<file path="src/rtl/tmr_modulo_pkg.sv">
package tmr_modulo_pkg;

  // Terminal count: a zero modulo means free-running (all ones).
  function automatic logic [63:0] term_of(input logic [63:0] modv, input int unsigned w);
    logic [63:0] all1;
    all1 = (w >= 64) ? '1 : ((64'd1 << w) - 64'd1);
    return (modv == 64'd0) ? all1 : modv;
  endfunction

endpackage

</file>
<file path="src/rtl/tmr_count_core.sv">
module tmr_count_core
  import tmr_modulo_pkg::*;
#(
  parameter int unsigned CNT_W = 16
) (
  input  logic             clk,
  input  logic             rst,
  input  logic             cnt_en,
  input  logic             center_mode,
  input  logic [CNT_W-1:0] modulo,
  output logic [CNT_W-1:0] count,
  output logic             dir_down,
  output logic             ovf_evt
);

  localparam logic [CNT_W-1:0] ONE = CNT_W'(1);

  logic [CNT_W-1:0] term;
  logic [CNT_W-1:0] cnt_nxt;
  logic             dir_nxt;
  logic [63:0]      term_wide;

  assign term_wide = term_of(64'(modulo), CNT_W);
  assign term      = term_wide[CNT_W-1:0];

  always_comb begin
    cnt_nxt = count;
    dir_nxt = dir_down;
    ovf_evt = 1'b0;
    if (cnt_en) begin
      if (!center_mode) begin
        dir_nxt = 1'b0;
        if (count == term) begin
          cnt_nxt = '0;
          ovf_evt = 1'b1;
        end else begin
          cnt_nxt = count + ONE;
        end
      end else if (!dir_down) begin
        if (count >= term) begin
          cnt_nxt = count - ONE;
          dir_nxt = 1'b1;
          ovf_evt = 1'b1;
        end else begin
          cnt_nxt = count + ONE;
        end
      end else begin
        if (count == '0) begin
          cnt_nxt = ONE;
          dir_nxt = 1'b0;
        end else begin
          cnt_nxt = count - ONE;
        end
      end
    end
  end

  always_ff @(posedge clk) begin
    if (rst) begin
      count    <= '0;
      dir_down <= 1'b0;
    end else begin
      count    <= cnt_nxt;
      dir_down <= dir_nxt;
    end
  end

endmodule

</file>
<file path="src/rtl/tmr_ovf_flag.sv">
module tmr_ovf_flag (
  input  logic clk,
  input  logic rst,
  input  logic ovf_evt,
  input  logic stat_rd,
  input  logic flag_wr,
  input  logic flag_wdata,
  input  logic irq_en,
  output logic ovf_flag,
  output logic irq
);

  logic armed;
  logic armed_nxt;
  logic flag_nxt;
  logic clr_ok;

  assign clr_ok = flag_wr && !flag_wdata && armed && !ovf_evt;

  always_comb begin
    if (ovf_evt)                  armed_nxt = 1'b0;
    else if (flag_wr)             armed_nxt = 1'b0;
    else if (stat_rd && ovf_flag) armed_nxt = 1'b1;
    else                          armed_nxt = armed;

    if (ovf_evt)     flag_nxt = 1'b1;
    else if (clr_ok) flag_nxt = 1'b0;
    else             flag_nxt = ovf_flag;
  end

  always_ff @(posedge clk) begin
    if (rst) begin
      armed    <= 1'b0;
      ovf_flag <= 1'b0;
      irq      <= 1'b0;
    end else begin
      armed    <= armed_nxt;
      ovf_flag <= flag_nxt;
      irq      <= flag_nxt && irq_en;
    end
  end

endmodule

</file>
<file path="src/rtl/tmr_modulo_counter.sv">
module tmr_modulo_counter #(
  parameter int unsigned CNT_W = 16
) (
  input  logic             clk,
  input  logic             rst,
  input  logic             cnt_en,
  input  logic             center_mode,
  input  logic [CNT_W-1:0] modulo,
  input  logic             stat_rd,
  input  logic             flag_wr,
  input  logic             flag_wdata,
  input  logic             irq_en,
  output logic [CNT_W-1:0] count,
  output logic             dir_down,
  output logic             ovf_flag,
  output logic             irq
);

  logic ovf_evt;

  tmr_count_core #(.CNT_W(CNT_W)) u_core (
    .clk         (clk),
    .rst         (rst),
    .cnt_en      (cnt_en),
    .center_mode (center_mode),
    .modulo      (modulo),
    .count       (count),
    .dir_down    (dir_down),
    .ovf_evt     (ovf_evt)
  );

  tmr_ovf_flag u_flag (
    .clk        (clk),
    .rst        (rst),
    .ovf_evt    (ovf_evt),
    .stat_rd    (stat_rd),
    .flag_wr    (flag_wr),
    .flag_wdata (flag_wdata),
    .irq_en     (irq_en),
    .ovf_flag   (ovf_flag),
    .irq        (irq)
  );

endmodule

</file>
<file path="config.mk">
export PLATFORM = sky130hd
export DESIGN_NAME = tmr_modulo_counter
export DESIGN_NICKNAME = d
export VERILOG_FILES = /design/src/rtl/tmr_modulo_pkg.sv /design/src/rtl/tmr_count_core.sv /design/src/rtl/tmr_ovf_flag.sv /design/src/rtl/tmr_modulo_counter.sv
export SDC_FILE = /design/constraint.sdc
export NUM_CORES = 1
export LEC_CHECK = 0
export ABC_AREA = 1
export CAP_MARGIN = 40
export CORE_MARGIN = 4
export CORE_UTILIZATION = 30
export CTS_CLUSTER_DIAMETER = 60
export DETAILED_ROUTE_END_ITERATION = 16
export PLACE_DENSITY = 0.49
export SYNTH_ARGS = -nofsm -noshare
export SYNTH_HDL_FRONTEND = slang
export SYNTH_SLANG_ARGS = --single-unit
</file>
<file path="constraint.sdc">
create_clock -name clk -period 5.7 [get_ports clk]
set_input_delay 0.57 -clock clk [delete_from_list [all_inputs] [get_ports clk]]
set_output_delay 0.57 -clock clk [all_outputs]
set_load 0.05 [all_outputs]
</file>
==> results.py, run 1 <==
metrics = {
    "status": {
        "status": "complete, no violations",
    },
    "clocking": {
        "cts_buffer_depth": 2,
        "ctsResizeCount": 0,
        "cts_buffers": 3,
        "clkTransAtPathRegs_ns": 0.08,
        "clock-sinks": 20,
        "clk-insertion-delay-late_ns": 0.26,
        "cts_root_buf": "clkbuf_8",
        "cts_tree": "done",
        "post_cts_buffers": 0,
        "htreeDepth": 1,
        "cts-hold-fix-buffers": 0,
    },
    "logic_synthesis": {
        "yosysUniqueCellTypes": 35,
        "syn_avg_cell_area_um2": 6.31,
        "synth_area_leaders": "dfxtp_1 19%, ha_1 11%, nand2_1 11%",
        "netlist.area_leader.share": 0.188,
        "ys_seq_elements": 20,
        "syn_inst": 338,
        "synth_area_leader_cell": "dfxtp_1",
        "yosysSeqAreaShare": 0.188,
        "yosysWarnings": 0,
        "syn_nets": 381,
        "syn_area_um2": 2130,
    },
    "worst_setup_path": {
        "start_kind": "primary input",
        "path_max_fanout": 16,
        "worstPathRequired_ns": 5.90,
        "r2r_cells": 10,
        "arrival_ns": 3.62,
        "worst-setup-path-type": "primary input to register",
        "cp-end-kind": "register",
    },
    "drt": {
        "drt_iter0_drc": 94,
        "ant_nets": 0,
        "viasPerCell": 4.82,
        "dr.pass1.iters": 4,
        "wl_per_cell_um": 13.6,
        "via_count": 2260,
        "route.detailed.drc": 0,
        "wl_um": 6390,
    },
    "timing": {
        "fin_setup_tns_ns": 0,
        "hold_viol": 0,
        "slew_headroom": 0.585,
        "period_needed_ns": 3.42,
        "fmax_ghz": 0.292,
        "rsz0062_at_grt": "no",
        "tightest_slew_ns": 0.621,
        "skew_ns": 0.00395,
        "fin_crit_sh": 0.601,
        "final-max-slew-violation-count": 0,
        "finalSetupViolCount": 0,
    },
    "global_route": {
        "track_usage": 0.154,
        "grt-ovfl-total": 0,
        "grt.busiest_layer": "met2",
        "met3_usage": 0.0244,
        "grt_start_max_net_pins": 30,
        "grtUsageMet1": 0.200,
        "antenna_found_initial": 0,
        "grt_pass1_wl_um": 10600,
        "grt_use_met2": 0.266,
        "grt_pass1_vias": 2140,
    },
    "finish": {
        "drive_above_1_share": 0.0831,
        "fin_nets": 417,
        "antennaDiodeCount": 0,
        "area_growth_pct": 25.9,
        "nFillCells": 771,
    },
    "floorplanning": {
        "dieArea_um2": 8520,
        "core_um2": 6830,
        "boundaryPins": 43,
        "num_rows": 30,
        "die_x_um": 92.3,
        "die_height_um": 92.3,
        "initial_core_util": 0.312,
    },
    "hold_path": {
        "worstHoldPathCells": 2,
        "worstHoldPathType": "register to register",
    },
    "pwr": {
        "irDropWorstVdd_v": 0.0000794,
        "p_per_area_nw_per_um2": 185,
        "p_leak_nw": 1.17,
        "total_power_uw": 497,
    },
    "flow_run": {
        "max-cap-violations": 0,
    },
    "placement": {
        "gp_congestion": 0.843,
        "dp_hpwl_um": 4970,
        "portBuffers": 42,
    },
}
flip-flops by register name, indices dropped and copies added (netlist names):
signal,count
u_core.count,16
u_core.dir_down,1
u_flag.armed,1
u_flag.irq,1
u_flag.ovf_flag,1
synth_stat cells:
master    instances
and2_1            1
nor2_2            5
buf_2             3
o21ai_0          18
inv_2             9
nor2_4            1
o21ai_1          10
o21a_1            1
nand4_1           4
a21boi_1          1
nand3b_1          1
o21ai_2           1
a21oi_1          22
nand2_2           2
nand2_1          62
buf_6             2
clkbuf_1          6
a211oi_1          1
xor2_1           22
buf_4             1
nor2_1           61
xnor2_1           2
nor3_1            3
a21oi_2           1
nand3_2           2
clkinv_1          1
a21o_1            1
nor3_2            1
nor3_4            3
dfxtp_1          20
or2_2             1
nand3_1          22
ha_1             19
nor4_1            4
inv_1            24
cells by family (layout without fill, tap and decap cells):
kind of cell	after synthesis	count (layout)	synth area share
flip-flops	20	20	0.188
XOR/XNOR	24	24	0.0986
adder cells (fa/ha/maj)	19	19	0.112
buffers and inverters	46	81	0.0915
AO/OA/AOI/OAI	56	56	0.140
AND/OR/NAND/NOR	173	173	0.371
stage by stage:
step | setup slack (ns) | util | cell area (um^2) | hold WS, ns | cells
final | 2.28 | 0.393 | 2680 | 0.497 | 469
after global routing | 1.78 | 0.393 | 2680 | 0.538 | 469
after CTS | 2.20 | 0.393 | 2680 | 0.505 | 469
after detailed placement | 1.91 | 0.382 | 2610 | 0.481 | 465
after global placement | 1.92 | 0.382 | 2610 | 0.477 | 465
after floorplan | 2.91 | - | 2130 | 0.451 | 338
area by class of cell:
class | count | area [um^2] | share of cell area
Clock buffer | 3 | 41.3 | 0.0154
Clock inverter | 1 | 30.0 | 0.0112
Tap cell | 96 | 120 | 0.0448
Sequential cell | 20 | 400 | 0.149
Multi-Input combinational cell | 272 | 1540 | 0.572
Inverter | 34 | 128 | 0.0476
Timing Repair Buffer | 43 | 428 | 0.159
cells in the final DEF (no fill, tap or decap), types with 2 or more instances in the layout:
cell             netlist  routed
a21oi_1               22      22
clkbuf_8               0       3
clkdlybuf4s50_1        0      42
dfxtp_1               20      20
ha_1                  19      19
inv_1                 24      24
inv_2                  9       9
nand2_1               62      62
nand2_2                2       2
nand3_1               22      22
nand3_2                2       2
nand4_1                4       4
nor2_1                61      61
nor2_2                 5       5
nor3_1                 3       3
nor3_4                 3       3
nor4_1                 4       4
o21ai_0               18      18
o21ai_1               10      10
xnor2_1                2       2
xor2_1                22      22
metal layers:
metal	vias up	share of wire
li1	1174	-
met1	1050	0.50
met2	32	0.46
met3	4	0.036
met4	0	0.0086
met5	-	0
power breakdown:
| group | switching [mW] | internal, mW |
|---|---|---|
| logic | 0.113 | 0.0708 |
| registers | 0.0196 | 0.147 |
| clock network | 0.0528 | 0.0938 |
| total | 0.185 | 0.312 |
final timing paths:
path | start | to | slack [ns]
hold / removal | u_flag.armed | u_flag.armed | 0.50
hold reg to reg | u_flag.armed | u_flag.armed | 0.50
setup / recovery | modulo[5] | u_core.count[8] | 2.28
setup reg to reg | u_core.count[11] | u_core.count[8] | 3.31
worst max-delay path, stage by stage:
cell and delay [ns]:
clkdlybuf4s50_1 0.42, nor4_1 0.34, nand4_1 0.12, inv_1 0.33, nor2_1 0.11, ha_1 0.31
nand2_1 0.08, a21oi_1 0.04, nor2_1 0.11, o21ai_1 0.09, nor2_2 0.15, nand3_1 0.47
nand3_1 0.26, nand2_1 0.07, a21oi_1 0.13
No activity file was read; power rests on OpenSTA's default activity.
==> run 2, diff against run 1 <==
clock period = 3.2 ns   (was 5.7 ns; I/O delays follow)
==> run 2 against run 1 <==
Net effect:
- clock skew rose by 0.0046 ns
- clock-buffer cell count did not move
- wire length is 1.8% higher
- combinational power grew 80%
- sequential share of layout area shrank 0.30 points
- global-route usage grew 0.19 points
- sequential cell count unchanged
- utilization is 0.81 points higher
- largest cell class unchanged
==> results.py, run 2 (synthesized netlist as in run 1, its figures left out) <==
metrics = {
    "timing": {
        "final-max-slew-violation-count": 0,
        "rsz0062_at_grt": "no",
        "period_needed_ns": 2.88,
        "fin_crit_sh": 0.899,
        "finalSetupViolCount": 0,
        "slew_headroom": 0.654,
        "skew_ns": 0.00857,
        "fmax_ghz": 0.348,
        "hold_viol": 0,
        "fin_setup_tns_ns": 0,
        "tightest_slew_ns": 0.517,
        "fin_ws_ns": 0.322,
    },
    "clocking": {
        "clock-sinks": 20,
        "htreeDepth": 1,
        "cts_buffers": 3,
        "clk-insertion-delay-late_ns": 0.27,
        "cts_tree": "done",
        "cts_buffer_depth": 2,
        "cts-hold-fix-buffers": 0,
        "ctsResizeCount": 0,
        "post_cts_buffers": 0,
        "cts_root_buf": "clkbuf_8",
        "clkTransAtPathRegs_ns": 0.08,
    },
    "finish": {
        "final_cell_mix": "62 x nand2_1, 61 x nor2_1, 42 x clkdlybuf4s50_1",
        "final_area_um2": 2740,
        "drive_above_1_share": 0.0928,
        "area_growth_pct": 28.5,
        "layout_commonest_cell": "nand2_1",
        "antennaDiodeCount": 0,
        "largest_register_ffs": 16,
        "fin_util": 0.401,
        "nFillCells": 777,
        "fin_nets": 421,
        "top_register": "u_core.count",
    },
    "placement": {
        "gp_congestion": 0.883,
        "dp_worst_setup_slack_ns": 0.00533,
        "dp_hpwl_um": 5060,
        "portBuffers": 42,
        "place_area_um2": 2670,
    },
    "worst_setup_path": {
        "worst-setup-path-type": "primary input to register",
        "path_max_fanout": 14,
        "cp-end-kind": "register",
        "arrival_ns": 3.08,
        "r2r_cells": 11,
        "start_kind": "primary input",
        "worstPathRequired_ns": 3.40,
    },
    "drt": {
        "wl_per_cell_um": 13.8,
        "drt_iter0_drc": 134,
        "ant_nets": 0,
        "dr.pass1.iters": 4,
        "route.detailed.drc": 0,
        "viasPerCell": 4.75,
        "via_count": 2245,
        "wl_um": 6510,
    },
    "floorplanning": {
        "die_height_um": 92.3,
        "boundaryPins": 43,
        "core_um2": 6830,
        "dieArea_um2": 8520,
        "num_rows": 30,
        "die_x_um": 92.3,
        "initial_core_util": 0.312,
    },
    "flow_run": {
        "max-cap-violations": 0,
    },
    "hold_path": {
        "worstHoldPathType": "register to register",
        "worstHoldPathCells": 2,
    },
    "global_route": {
        "track_usage": 0.156,
        "grt_pass1_wl_um": 10600,
        "antenna_found_initial": 0,
        "grt_start_max_net_pins": 30,
        "grt-ovfl-total": 0,
        "grt_pass1_vias": 2167,
    },
    "pwr": {
        "total_power_uw": 895,
        "p_per_area_nw_per_um2": 327,
        "irDropWorstVdd_v": 0.000162,
        "p_leak_nw": 1.20,
    },
    "status": {
        "status": "complete, no violations",
    },
}
==> run 2: per-stage QoR <==
step / hold slack [ns] / cells
global placement: 0.478 / 469
global route: 0.521 / 473
finish: 0.494 / 473
CTS: 0.501 / 473
detailed placement: 0.481 / 469
floorplan: 0.441 / 338
==> run 2: final cells by class <==
cell class                      instances  area, um^2  area share
Sequential cell                        20         400       0.146
Timing Repair Buffer                   47         483       0.176
Clock buffer                            3        41.3      0.0151
Inverter                               34         128      0.0466
Clock inverter                          1        30.0      0.0110
Tap cell                               96         120      0.0439
Multi-Input combinational cell        272        1540       0.561
==> run 2: per-layer routing <==
layer	vias up	share of wire	GRT usage	routed length, um
li1	1181	-	-	-
met1	1008	0.48	0.203	3120
met2	49	0.46	0.263	3000
met3	7	0.045	0.0219	292
met4	0	0.015	0.0483	95
met5	-	0	0	0
==> run 2: path summary, 6_finish.rpt <==
check / slack (ns) / from / endpoint
min reg2reg: 0.49 / u_flag.armed / u_flag.armed
min: 0.49 / u_flag.armed / u_flag.armed
max: 0.32 / modulo[13] / u_core.count[14]
max reg2reg: 0.99 / u_core.count[11] / u_core.count[15]
==> run 2: critical path: stages <==
cell             delay [ns]
clkdlybuf4s50_1        0.42
nor4_1                 0.36
nand4_1                0.13
inv_1                  0.14
buf_12                 0.14
nor2_1                 0.05
ha_1                   0.29
nand2_1                0.07
nor2_1                 0.14
nand2_1                0.10
o21ai_1                0.16
nor2_2                 0.07
nand3_2                0.09
nand2_2                0.17
nor2_1                 0.22
nand2_1                0.08
a21oi_1                0.12
==> run 2: where the power goes <==
group          internal, mW  leakage (nW)  total (mW)  switching [mW]
combinational         0.131         0.999       0.331           0.200
sequential            0.263         0.164       0.297          0.0345
clock                 0.167        0.0357       0.267          0.0996
total                 0.562          1.20       0.895           0.334
==> run 3, diff against run 2 <==
clock period = 3.35 ns   (was 3.2 ns; I/O delays follow)
==> run 3 against run 2 <==
Net effect:
- global-route usage grew 0.81 points
- first-iteration DRC count decreased by 31%
- highest routed layer unchanged
- largest power group unchanged
- clock power fell by 4%
==> results.py, run 3 (synthesized netlist as in run 1, its figures left out) <==
metrics = {
    "timing": {
        "tightest_slew_ns": 0.518,
        "fin_crit_sh": 0.863,
        "hold_viol": 0,
        "slew_headroom": 0.654,
        "finalSetupViolCount": 0,
        "rsz0062_at_grt": "no",
        "period_needed_ns": 2.89,
        "fin_setup_tns_ns": 0,
        "fmax_ghz": 0.346,
        "skew_ns": 0.00684,
        "final-max-slew-violation-count": 0,
        "whs_ns": 0.511,
    },
    "clocking": {
        "clkTransAtPathRegs_ns": 0.09,
        "clock-sinks": 20,
        "cts_buffers": 3,
        "cts_root_buf": "clkbuf_8",
        "post_cts_buffers": 0,
        "htreeDepth": 1,
        "cts_buffer_depth": 2,
        "cts_tree": "done",
        "cts-hold-fix-buffers": 0,
        "clk-insertion-delay-late_ns": 0.27,
        "ctsResizeCount": 0,
    },
    "worst_setup_path": {
        "crit_chain": "clkdlybuf4s50_1 -> nor4_1 -> nand4_1 -> inv_1 -> buf_12 -> nor2_1 -> ha_1 -> nand2_1 -> nor2_1 -> nand2_1 -> o21ai_1 -> nor2_2 -> nand3_2 -> nand2_2 -> nor2_1 -> nand2_1 -> a21oi_1",
        "start_kind": "primary input",
        "worstPathRequired_ns": 3.55,
        "cpMaxStageDelayCell": "clkdlybuf4s50_1",
        "arrival_ns": 3.09,
        "cp_top_family": "simple AND/OR/NAND/NOR gates",
        "path_max_fanout": 16,
        "timing.rr.start": "u_core.count[0]",
        "crit_path_max_incr_delay_ns": 0.43,
        "setup.worst_path.start": "modulo[1]",
        "path_buf_inv": 3,
        "cp-end-kind": "register",
        "worst-setup-path-type": "primary input to register",
    },
    "flow_run": {
        "max-cap-violations": 0,
    },
    "placement": {
        "gp_congestion": 0.853,
        "portBuffers": 42,
        "dp_hpwl_um": 5130,
        "dp_cells": 472,
    },
    "drt": {
        "wl_per_cell_um": 13.8,
        "route.detailed.drc": 0,
        "viasPerCell": 4.71,
        "dr.pass1.iters": 4,
        "via_count": 2243,
        "ant_nets": 0,
        "drt_iter0_drc": 93,
        "wl_um": 6590,
    },
    "global_route": {
        "track_usage": 0.164,
        "grt_start_max_net_pins": 30,
        "grt_pass1_vias": 2315,
        "antenna_found_initial": 0,
        "grt-ovfl-total": 0,
        "grt_pass1_wl_um": 11300,
    },
    "finish": {
        "area_growth_pct": 30.1,
        "finalNonFillerCells": 476,
        "largest_register_ffs": 16,
        "drive_above_1_share": 0.100,
        "nFillCells": 752,
        "fin_nets": 424,
        "antennaDiodeCount": 0,
        "top_register": "u_core.count",
        "multi_input_area_um2": 1540,
        "layout_commonest_cell": "nand2_1",
        "final_cell_mix": "62 x nand2_1, 61 x nor2_1, 42 x clkdlybuf4s50_1",
        "register_area_um2": 400,
    },
    "pwr": {
        "p_per_area_nw_per_um2": 312,
        "p_leak_nw": 1.22,
        "irDropWorstVdd_v": 0.000142,
    },
    "floorplanning": {
        "dieArea_um2": 8520,
        "die_x_um": 92.3,
        "initial_core_util": 0.312,
        "num_rows": 30,
        "die_height_um": 92.3,
        "boundaryPins": 43,
        "core_um2": 6830,
    },
    "hold_path": {
        "min_from": "u_flag.armed",
        "worstHoldPathType": "register to register",
    },
    "status": {
        "status": "complete, no violations",
    },
}
## run 3: cell count changes in the layout (fill, tap and decap cells not counted), sizes merged
cell  change
buf       +3
## run 3: through the flow
step	instance area, um^2	util	power [mW]	worst slack, ns
floorplan	2130	-	0.501	0.793
global placement	2700	0.396	0.618	0.0965
detailed placement	2700	0.396	0.615	0.135
CTS	2770	0.406	0.878	0.416
global route	2770	0.406	0.927	0.172
finish	2770	0.406	0.867	0.458
## run 3: final timing paths
path | end | slack [ns] | cells past startpoint
max | u_core.count[14] | 0.46 | 17
min | u_flag.armed | 0.51 | 2
max reg2reg | u_core.count[14] | 1.26 | 12
min reg2reg | u_flag.armed | 0.51 | 2
## run 3: layer usage
layer / wire length, um / vias to the layer above / track usage
li1: - / 1187 / -
met1: 3210 / 1018 / 0.212
met2: 3070 / 33 / 0.286
met3: 247 / 5 / 0.0236
met4: 55 / 0 / 0.0371
met5: 0 / - / 0
## run 3: tightest hold or removal path: stages, from the launching register on
cell and delay, ns:
dfxtp_1 0.34, a21oi_1 0.04, nor2_1 0.09
## run 3: final cells by class
cell class              count  share of cell area
flip-flops and latches     20               0.144
inverters                  34              0.0460
well taps                  96              0.0433
repair buffers             50               0.187
clock buffers               3              0.0149
clock inverters             1              0.0108
multi-input cells         272               0.554
## run 3: power breakdown
part           internal (mW)  switching, mW
combinational          0.131          0.196
sequential             0.251         0.0309
clock                  0.160         0.0973
